`config.mk`:
```
export PLATFORM = sky130hd
export DESIGN_NAME = tbd_core
export DESIGN_NICKNAME = d
export VERILOG_FILES = /design/src/rtl/tbd_pkg.sv /design/src/rtl/tbd_timebase.sv /design/src/rtl/tbd_decrementer.sv /design/src/rtl/tbd_irq_ctrl.sv /design/src/rtl/tbd_core.sv
export SDC_FILE = /design/constraint.sdc
export NUM_CORES = 1
export LEC_CHECK = 0
export BUFFER_PORTS_ARGS = -buffer_cell sky130_fd_sc_hd__buf_2
export CAP_MARGIN = 20
export CORE_AREA = 3 3 168 121
export DETAILED_ROUTE_END_ITERATION = 10
export DIE_AREA = 0 0 171 124
export PLACE_DENSITY = 0.6
export SETUP_SLACK_MARGIN = 0.4
export SYNTH_ARGS = -nofsm -noshare
export SYNTH_HDL_FRONTEND = slang
export SYNTH_SLANG_ARGS = --single-unit
```
`constraint.sdc`:
```
create_clock -name clk -period 2.57 [get_ports clk]
set_input_delay 0 -clock clk [delete_from_list [all_inputs] [get_ports clk]]
set_output_delay 0 -clock clk [all_outputs]
set_load 0.02 [all_outputs]
```
`src/rtl/tbd_pkg.sv`:
```
package tbd_pkg;

  // Write target selector; values are part of the port contract.
  typedef enum logic [1:0] {
    SEL_TB_LO = 2'd0,
    SEL_TB_HI = 2'd1,
    SEL_DEC   = 2'd2,
    SEL_NONE  = 2'd3
  } wr_sel_e;

endpackage

```
`src/rtl/tbd_timebase.sv`:
```
module tbd_timebase #(
  parameter int TB_W = 64
) (
  input  logic                clk,
  input  logic                rst,
  input  logic                advance,
  input  logic                wr_lo,
  input  logic                wr_hi,
  input  logic [TB_W/2-1:0]   wr_data,
  output logic [TB_W-1:0]     tb_q
);
  localparam int HALF_W = TB_W / 2;

  logic [TB_W-1:0] tb_inc;
  logic [TB_W-1:0] tb_loaded;
  logic [1:0]      half_wr;

  assign tb_inc  = tb_q + TB_W'(1);
  assign half_wr = {wr_hi, wr_lo};

  // Each half either takes the write data or keeps its current value.
  for (genvar h = 0; h < 2; h++) begin : g_half
    assign tb_loaded[h*HALF_W +: HALF_W] =
      half_wr[h] ? wr_data : tb_q[h*HALF_W +: HALF_W];
  end

  always_ff @(posedge clk) begin
    if (rst) begin
      tb_q <= '0;
    end else if (wr_lo || wr_hi) begin
      tb_q <= tb_loaded;
    end else if (advance) begin
      tb_q <= tb_inc;
    end
  end

endmodule

```
`src/rtl/tbd_decrementer.sv`:
```
module tbd_decrementer #(
  parameter int DEC_W = 32
) (
  input  logic             clk,
  input  logic             rst,
  input  logic             advance,
  input  logic             saturate,
  input  logic             wr_en,
  input  logic [DEC_W-1:0] wr_data,
  output logic [DEC_W-1:0] dec_q,
  output logic             tick_event,
  output logic             old_msb
);
  localparam logic [DEC_W-1:0] DEC_ONE  = DEC_W'(1);
  localparam logic [DEC_W-1:0] DEC_INIT = '1;

  logic at_zero;
  logic at_one;
  logic hold;

  assign at_zero = (dec_q == '0);
  assign at_one  = (dec_q == DEC_ONE);
  assign hold    = saturate && at_zero;
  assign old_msb = dec_q[DEC_W-1];

  // Event: wrap 0 -> all-ones, or arrival at zero when saturating.
  assign tick_event = advance && !wr_en && (saturate ? at_one : at_zero);

  always_ff @(posedge clk) begin
    if (rst) begin
      dec_q <= DEC_INIT;
    end else if (wr_en) begin
      dec_q <= wr_data;
    end else if (advance && !hold) begin
      dec_q <= dec_q - DEC_ONE;
    end
  end

endmodule

```
`src/rtl/tbd_irq_ctrl.sv`:
```
module tbd_irq_ctrl #(
  parameter int DEC_W = 32
) (
  input  logic             clk,
  input  logic             rst,
  input  logic             level_mode,
  input  logic             tick_event,
  input  logic             wr_en,
  input  logic [DEC_W-1:0] wr_data,
  input  logic             old_msb,
  input  logic             ack,
  output logic             irq_q
);
  logic new_msb;
  logic small_val;
  logic wr_raise;
  logic set_req;
  logic clr_req;

  assign new_msb   = wr_data[DEC_W-1];
  assign small_val = (wr_data <= DEC_W'(1));

  always_comb begin
    if (level_mode) begin
      wr_raise = small_val || new_msb;
      clr_req  = wr_en && !new_msb && !small_val;
    end else begin
      wr_raise = small_val || (new_msb && !old_msb);
      clr_req  = ack;
    end
  end

  assign set_req = tick_event || (wr_en && wr_raise);

  always_ff @(posedge clk) begin
    if (rst) begin
      irq_q <= 1'b0;
    end else if (set_req) begin
      irq_q <= 1'b1;
    end else if (clr_req) begin
      irq_q <= 1'b0;
    end
  end

endmodule

```
`src/rtl/tbd_core.sv`:
```
module tbd_core #(
  parameter int TB_W  = 64,
  parameter int DEC_W = 32
) (
  input  logic               clk,
  input  logic               rst,
  input  logic               tick_en,
  input  logic               freeze,
  input  logic               cfg_level_mode,
  input  logic               cfg_saturate,
  input  logic               wr_en,
  input  logic [1:0]         wr_sel,
  input  logic [TB_W/2-1:0]  wr_data,
  input  logic               irq_ack,
  output logic [TB_W-1:0]    tb_value,
  output logic [DEC_W-1:0]   dec_value,
  output logic               dec_irq
);
  import tbd_pkg::*;

  logic advance;
  logic wr_tb_lo;
  logic wr_tb_hi;
  logic wr_dec;
  logic dec_event;
  logic dec_old_msb;
  logic [DEC_W-1:0] dec_wdata;

  assign advance   = tick_en && !freeze;
  assign wr_tb_lo  = wr_en && (wr_sel == SEL_TB_LO);
  assign wr_tb_hi  = wr_en && (wr_sel == SEL_TB_HI);
  assign wr_dec    = wr_en && (wr_sel == SEL_DEC);
  assign dec_wdata = DEC_W'(wr_data);

  tbd_timebase #(.TB_W(TB_W)) tb_i (
    .clk     (clk),
    .rst     (rst),
    .advance (advance),
    .wr_lo   (wr_tb_lo),
    .wr_hi   (wr_tb_hi),
    .wr_data (wr_data),
    .tb_q    (tb_value)
  );

  tbd_decrementer #(.DEC_W(DEC_W)) dec_i (
    .clk        (clk),
    .rst        (rst),
    .advance    (advance),
    .saturate   (cfg_saturate),
    .wr_en      (wr_dec),
    .wr_data    (dec_wdata),
    .dec_q      (dec_value),
    .tick_event (dec_event),
    .old_msb    (dec_old_msb)
  );

  tbd_irq_ctrl #(.DEC_W(DEC_W)) irq_i (
    .clk        (clk),
    .rst        (rst),
    .level_mode (cfg_level_mode),
    .tick_event (dec_event),
    .wr_en      (wr_dec),
    .wr_data    (dec_wdata),
    .old_msb    (dec_old_msb),
    .ack        (irq_ack),
    .irq_q      (dec_irq)
  );

endmodule

```
==> results_dict.tcl, run 1 <==
set metrics [dict create \
    status "finished, final reports clean" \
    met1_usage 0.401 \
    worst-r2r-setup-slack_ps 340 \
    path_clk_slew_ps 70 \
    grt_use_total 0.273 \
    worst_r2r_endpoint "dec_i.dec_q[7]" \
    crit_slowest_cell "o41ai_4" \
    ys_types 77 \
    totalWireLength_microns 29800 \
    finalCriticalPeriod_ps 2230 \
    fp.dieW_microns 171 \
    firstDrtPassIters 6 \
    hold_class "in2reg" \
    vias 8393 \
    hold_end "dec_i.dec_q[27]" \
    clock_latency_ps 360 \
    layout.nets 1139 \
    ir_drop_mv 0.292 \
    hold_depth 3 \
    avgRoutedWirePerCell_microns 22.2 \
    ios 139 \
    leakagePower_nw 3.42 \
    syn_area_sq_um 6570 \
    postSynthAreaPerCell_sq_um 7.41 \
    max_cap_viol_count 0 \
    finalCritPeriodShare 0.869 \
    drt_iter0_markers 1156 \
    met2_usage 0.387 \
    ys_ff_latch 97 \
    fmax_mhz 448 \
    tns_ps 0 \
    grt_antenna_before_repair 1 \
    swShare 0.326 \
    synth_edf_count 0 \
    place_ws_ps 123 \
    overflow 0 \
    dp_cells 1278 \
    start_util 0.349 \
    yosys_most_used_dff "dfxtp_1" \
    grt_most_used_layer "met1" \
    diodes 0 \
    setup_violations 0 \
    grt_max_degree 54 \
    seqPwrFrac 0.438 \
    endpoint_kind "register" \
    final_util 0.477 \
    max-slew-margin-rel 0.550 \
    r2r_start "dec_i.dec_q[28]" \
    grt_setup_unrepaired "yes" \
    yosysWarnings 0 \
    crit_fanout 5 \
    drt-vias-per-instance 6.26 \
    ys_async_sr_fraction 0 \
    crit_chain "nor4_4 > nand4_2 > o41ai_4 > buf_6 > nor3_4 > or4_1 > o311a_1" \
    rows 42 \
    grt_pass1_wl_microns 44700 \
    postRouteAntennaNets 0 \
    cts_tree "done" \
    io_buffers 138 \
    min_from "wr_data[27]" \
    ys_seq_area_frac 0.296 \
    die_area_sq_um 21200 \
    grt_pass1_vias 7421 \
    clkPwrFrac 0.358 \
    p_per_area_nw_per_um2 430 \
    grt_util_met3 0.0930 \
    stdcell_count 1340 \
    dpl.hpwl_microns 21800 \
    power_frac_comb 0.204 \
    die_h_microns 124 \
    intPower_w 0.00261 \
    clock-sinks 97 \
    critical_path_class "reg2reg" \
    switchingPower_w 0.00126 \
    fin_worst_skew_ps 8.47 \
    startpoint_type "register" \
    postSynthCellCount 886 \
    drive_gt1_frac 0.341 \
    core_area_sq_um 18800 \
    worstPathArrival_ps 2480 \
    report.final.slew_viol_count 0 \
    finalHoldViolations 0 \
    drc 0 \
    holdWs_ps 20.2 \
    cts-buffers-inserted 9 \
    max_stage_delay_ps 420 \
    gp_congestion 1.00 \
    critical_path_required_ps 2820 \
    rr_worst_depth 7 \
    synthesis.nets 932 \
    layout_setup_ws_ps 337 \
    synthToLayoutAreaGrowth_pct 36.7 \
    tightest_slew_ps 674 \
    h-tree-depth 3 \
    ctsRootBufferMaster "clkbuf_16" \
    clk_path_buf_depth 2 \
]
-- per-stage QoR --
stage | area (sq um) | total power (W)
2_1_floorplan | 6660 | 0.00211
6_report | 8980 | 0.00386
3_3_place_gp | 7970 | 0.00244
5_1_grt | 8980 | 0.00401
3_5_place_dp | 7970 | 0.00245
4_1_cts | 8630 | 0.00386
-- cells in the final DEF (no fill, tap or decap), types with 18 or more instances in the layout --
cell type	synthesis	final
and3_1	21	20
dlygate4sd3_1	0	18
dfxtp_2	0	18
buf_2	4	137
nand4_1	28	28
nand2_1	96	93
buf_4	1	96
dfxtp_1	97	65
a21oi_1	48	47
o21ai_0	28	27
a31oi_1	29	29
nand3_1	59	56
nor2_1	72	68
nor4_1	35	26
nor3_1	70	55
-- critical path: cells and delay by family (launching register included) --
kind	cells	cell delay [ps]
AO/OA/AOI/OAI	2	550
buffers and inverters	1	180
flip-flops	1	370
AND/OR/NAND/NOR	4	1030
-- power groups by stage --
| stage | combinational [W] | clock [W] | sequential [W] |
|---|---|---|---|
| global route | 0.000841 | 0.00147 | 0.00171 |
| floorplan | 0.000308 | 0 | 0.00180 |
| global placement | 0.000718 | 0 | 0.00173 |
| detailed placement | 0.000721 | 0 | 0.00173 |
| CTS | 0.000751 | 0.00141 | 0.00170 |
| finish | 0.000788 | 0.00138 | 0.00169 |
-- cell families (layout without fill, tap and decap cells) --
kind of cell | Yosys count | count (layout) | synth area share
xor gates and xnor gates | 7 | 7 | 0.00933
muxes | 9 | 9 | 0.0139
adders and majority gates | 4 | 4 | 0.00762
and+or+nand+nor | 485 | 485 | 0.402
DFF | 97 | 97 | 0.296
AOI/OAI and AO/OA | 213 | 213 | 0.227
buffers and inverters | 71 | 283 | 0.0444
-- synthesized netlist by cell type (all sizes together) (4+ instances only) --
master	instances	area, sq um
nand2	96	360
nor2	72	270
or3	18	115
buf	7	50.1
xnor2	6	52.6
a21o	11	83.8
o41ai	5	62.6
and4	14	124
o21bai	4	30.0
inv	12	45.0
a22oi	9	67.6
nor4	39	295
mux2i	8	80.1
and2	8	50.1
nand3	59	295
or2	15	93.8
o311ai	5	43.8
o22ai	6	37.5
and4b	9	90.1
a311oi	4	35.0
o211ai	11	82.6
and3	21	131
ha	4	50.1
or4	13	100
a21oi	48	240
a211oi	7	52.6
nand4b	5	43.8
o21a	4	30.0
nor3	70	350
a31oi	29	181
o21ai	28	140
a2111oi	4	60.1
dfxtp	97	1940
o31ai	8	60.1
nand4	31	213
clkbuf	52	196
-- registers in the layout, summed over array words and instances (netlist names) --
register / flops
tb_i.tb_q: 64
dec_i.dec_q: 32
irq_i.irq_q: 1
-- routing by layer --
layer	vias to the layer above	routed length [microns]
li1	3839	-
met1	3977	13200
met2	520	12200
met3	53	3780
met4	4	540
met5	-	27
-- how the worst max path moves through the flow --
stage | start | endpoint | slack [ps] | depth (start not counted)
after floorplan | tb_i.tb_q[14] | tb_i.tb_q[40] | 330 | 6
after global placement | tb_i.tb_q[0] | tb_i.tb_q[46] | 140 | 7
after detailed placement | tb_i.tb_q[0] | tb_i.tb_q[46] | 120 | 7
after CTS | dec_i.dec_q[15] | dec_i.dec_q[7] | 360 | 7
after global routing | dec_i.dec_q[28] | dec_i.dec_q[3] | 210 | 8
final | dec_i.dec_q[28] | dec_i.dec_q[7] | 340 | 7
-- area by class of cell --
type	count	area, sq um
clock buffers	13	270
clock inverters	3	23.8
fillers	1875	9830
inverters	12	45.0
multi-input cells	718	4680
flip-flops and latches	97	2020
well taps	242	303
repair buffers	255	1640
-- repair_timing --
| item | CTS | global route |
|---|---|---|
| gates cloned | 0 | 0 |
| resized for setup | 31 | 70 |
| hold buffers | 18 | 0 |
| setup buffers | 12 | 16 |
| setup endpoints to repair | 37 | 50 |
| hold endpoints to repair | 18 | 0 |
| pin swaps | 7 | 28 |
No activity file was read; power rests on OpenSTA's default activity.
==> run 2, diff against run 1 <==
--- a/config.mk
+++ b/config.mk
@@ -10,7 +10,7 @@
 export CORE_AREA = 3 3 168 121
 export DETAILED_ROUTE_END_ITERATION = 10
 export DIE_AREA = 0 0 171 124
-export PLACE_DENSITY = 0.6
+export PLACE_DENSITY_LB_ADDON = 0.05
 export SETUP_SLACK_MARGIN = 0.4
 export SYNTH_ARGS = -nofsm -noshare
 export SYNTH_HDL_FRONTEND = slang
==> constraint.sdc (replaced) <==
create_clock -name clk -period 2.5 [get_ports clk]
set_input_delay 0 -clock clk [delete_from_list [all_inputs] [get_ports clk]]
set_output_delay 0 -clock clk [all_outputs]
set_load 0.02 [all_outputs]
==> run 2 against run 1 <==
  * Wire length increased by 3.4%
  * Clock skew down 0.94 ps
  * Highest routed layer is now met4
  * Via count down 3.4%
  * Largest power group unchanged
==> results_dict.tcl, run 2 (synthesis gave the netlist of run 1 again) <==
set metrics [dict create \
    vias 8106 \
    critical_path_required_ps 2750 \
    overflow 0 \
    grt_pass1_vias 7161 \
    drt-vias-per-instance 6.06 \
    clk_path_buf_depth 2 \
    finalCriticalPeriod_ps 2230 \
    die_area_sq_um 21200 \
    drc 0 \
    drive_gt1_frac 0.374 \
    h-tree-depth 3 \
    critical_path_class "reg2reg" \
    postRouteAntennaNets 0 \
    firstDrtPassIters 5 \
    synthToLayoutAreaGrowth_pct 39.4 \
    start_util 0.349 \
    layout.nets 1136 \
    setup_violations 0 \
    crit_buf_inv 2 \
    finalHoldViolations 0 \
    fmax_mhz 449 \
    io_buffers 138 \
    max-slew-margin-rel 0.274 \
    grt_max_degree 75 \
    endpoint_kind "register" \
    seq_area_sq_um 2060 \
    fill_cells 1915 \
    p_total_w 0.00420 \
    crit_family "simple AND/OR/NAND/NOR gates" \
    largestRegisters "tb_i.tb_q: 64 flops, dec_i.dec_q: 32 flops, irq_i.irq_q: 1 flops" \
    tns_ps 0 \
    met2_usage 0.385 \
    tightest_slew_ps 1080 \
    max_stage_delay_ps 400 \
    report.final.slew_viol_count 0 \
    leakagePower_nw 3.54 \
    rows 42 \
    ios 139 \
    status "finished, final reports clean" \
    worstPathArrival_ps 2480 \
    diodes 0 \
    totalWireLength_microns 30800 \
    core_area_sq_um 18800 \
    fp.dieW_microns 171 \
    max_cap_viol_count 0 \
    regMostFlops "tb_i.tb_q" \
    grt_setup_unrepaired "yes" \
    crit_slowest_cell "or4_1" \
    cts_tree "done" \
    grt_pass1_wl_microns 45400 \
    drt_iter0_markers 727 \
    grt_most_used_layer "met1" \
    multi_input_area_sq_um 4770 \
    largest_reg_flops 64 \
    crit_fanout 7 \
    startpoint_type "register" \
    mostFrequentLayoutCells "buf_2, buf_4, nand2_1" \
    grt_antenna_before_repair 0 \
    ctsRootBufferMaster "clkbuf_16" \
    hold_class "in2reg" \
    p_per_area_nw_per_um2 458 \
    met1_usage 0.434 \
    ir_drop_mv 0.288 \
    crit_chain "nor4_4 > buf_4 > nand4_4 > o41ai_4 > buf_12 > nor3_2 > or4_1 > o311a_1" \
    avgRoutedWirePerCell_microns 23.0 \
    finalCritPeriodShare 0.891 \
    die_h_microns 124 \
    grt_util_met3 0.0727 \
    clock_latency_ps 360 \
    dpl.hpwl_microns 22500 \
    fin_worst_skew_ps 7.53 \
    gp_congestion 0.948 \
    layout_commonest_cell "buf_2" \
    path_clk_slew_ps 70 \
    grt_use_total 0.282 \
    cts-buffers-inserted 9 \
    clock-sinks 97 \
]
## run 2: cell types whose count changed in the layout (fill, tap and decap cells not counted), sizes merged
cell,delta
inv,+1
dlygate4sd3,-6
bufinv,+2
clkbuf,-1
buf,+2
bufbuf,+1
clkinvlp,-2
## run 2: worst min-delay path, cell delays in order
cell      delay, ps
buf_2           170
nand2_1          80
a311oi_1         80
## run 2: per-layer routing
metal / wire [microns] / vias up
li1: - / 3838
met1: 15000 / 3864
met2: 12100 / 371
met3: 3070 / 33
met4: 609 / 0
met5: 0 / -
## run 2: what timing repair did
item                                   CTS  global route
setup endpoints to repair               37            52
gates resized for setup                 46            72
hold buffers                            12             0
endpoints found under the hold margin   12             0
cloned                                   1             0
buffers inserted                        14            21
pin swaps                               12            23
## run 2: power breakdown
part           total [W]  internal (W)  switching, W
Combinational   0.000821      0.000304      0.000516
Sequential       0.00174       0.00162      0.000123
Clock            0.00164      0.000967      0.000668
Total            0.00420       0.00289       0.00131
## run 2: cell type report
class                           count  area share
Clock buffer                       12      0.0292
Clock inverter                      4     0.00779
Inverter                           12     0.00492
Multi-Input combinational cell    718       0.521
Sequential cell                    97       0.225
Tap cell                          242      0.0331
Timing Repair Buffer              252       0.179
## run 2: path summary, 6_finish.rpt
path / from / endpoint / slack [ps] / depth (start not counted)
min: wr_data[1] / tb_i.tb_q[1] / 7 / 3
min reg2reg: irq_i.irq_q / irq_i.irq_q / 480 / 2
max reg2reg: dec_i.dec_q[27] / dec_i.dec_q[7] / 270 / 8
max: dec_i.dec_q[27] / dec_i.dec_q[7] / 270 / 8
## run 2: through the flow
step | setup WS, ps | cell area (sq um) | hold WS, ps | instances | util
floorplan | 377 | 6740 | 137 | 886 | -
global placement | 74.7 | 8010 | 337 | 1273 | 0.426
detailed placement | 98.4 | 8010 | 333 | 1273 | 0.426
CTS | 317 | 8750 | 2.78 | 1316 | 0.465
global route | 188 | 9160 | 9.32 | 1337 | 0.487
finish | 272 | 9160 | 6.99 | 1337 | 0.487
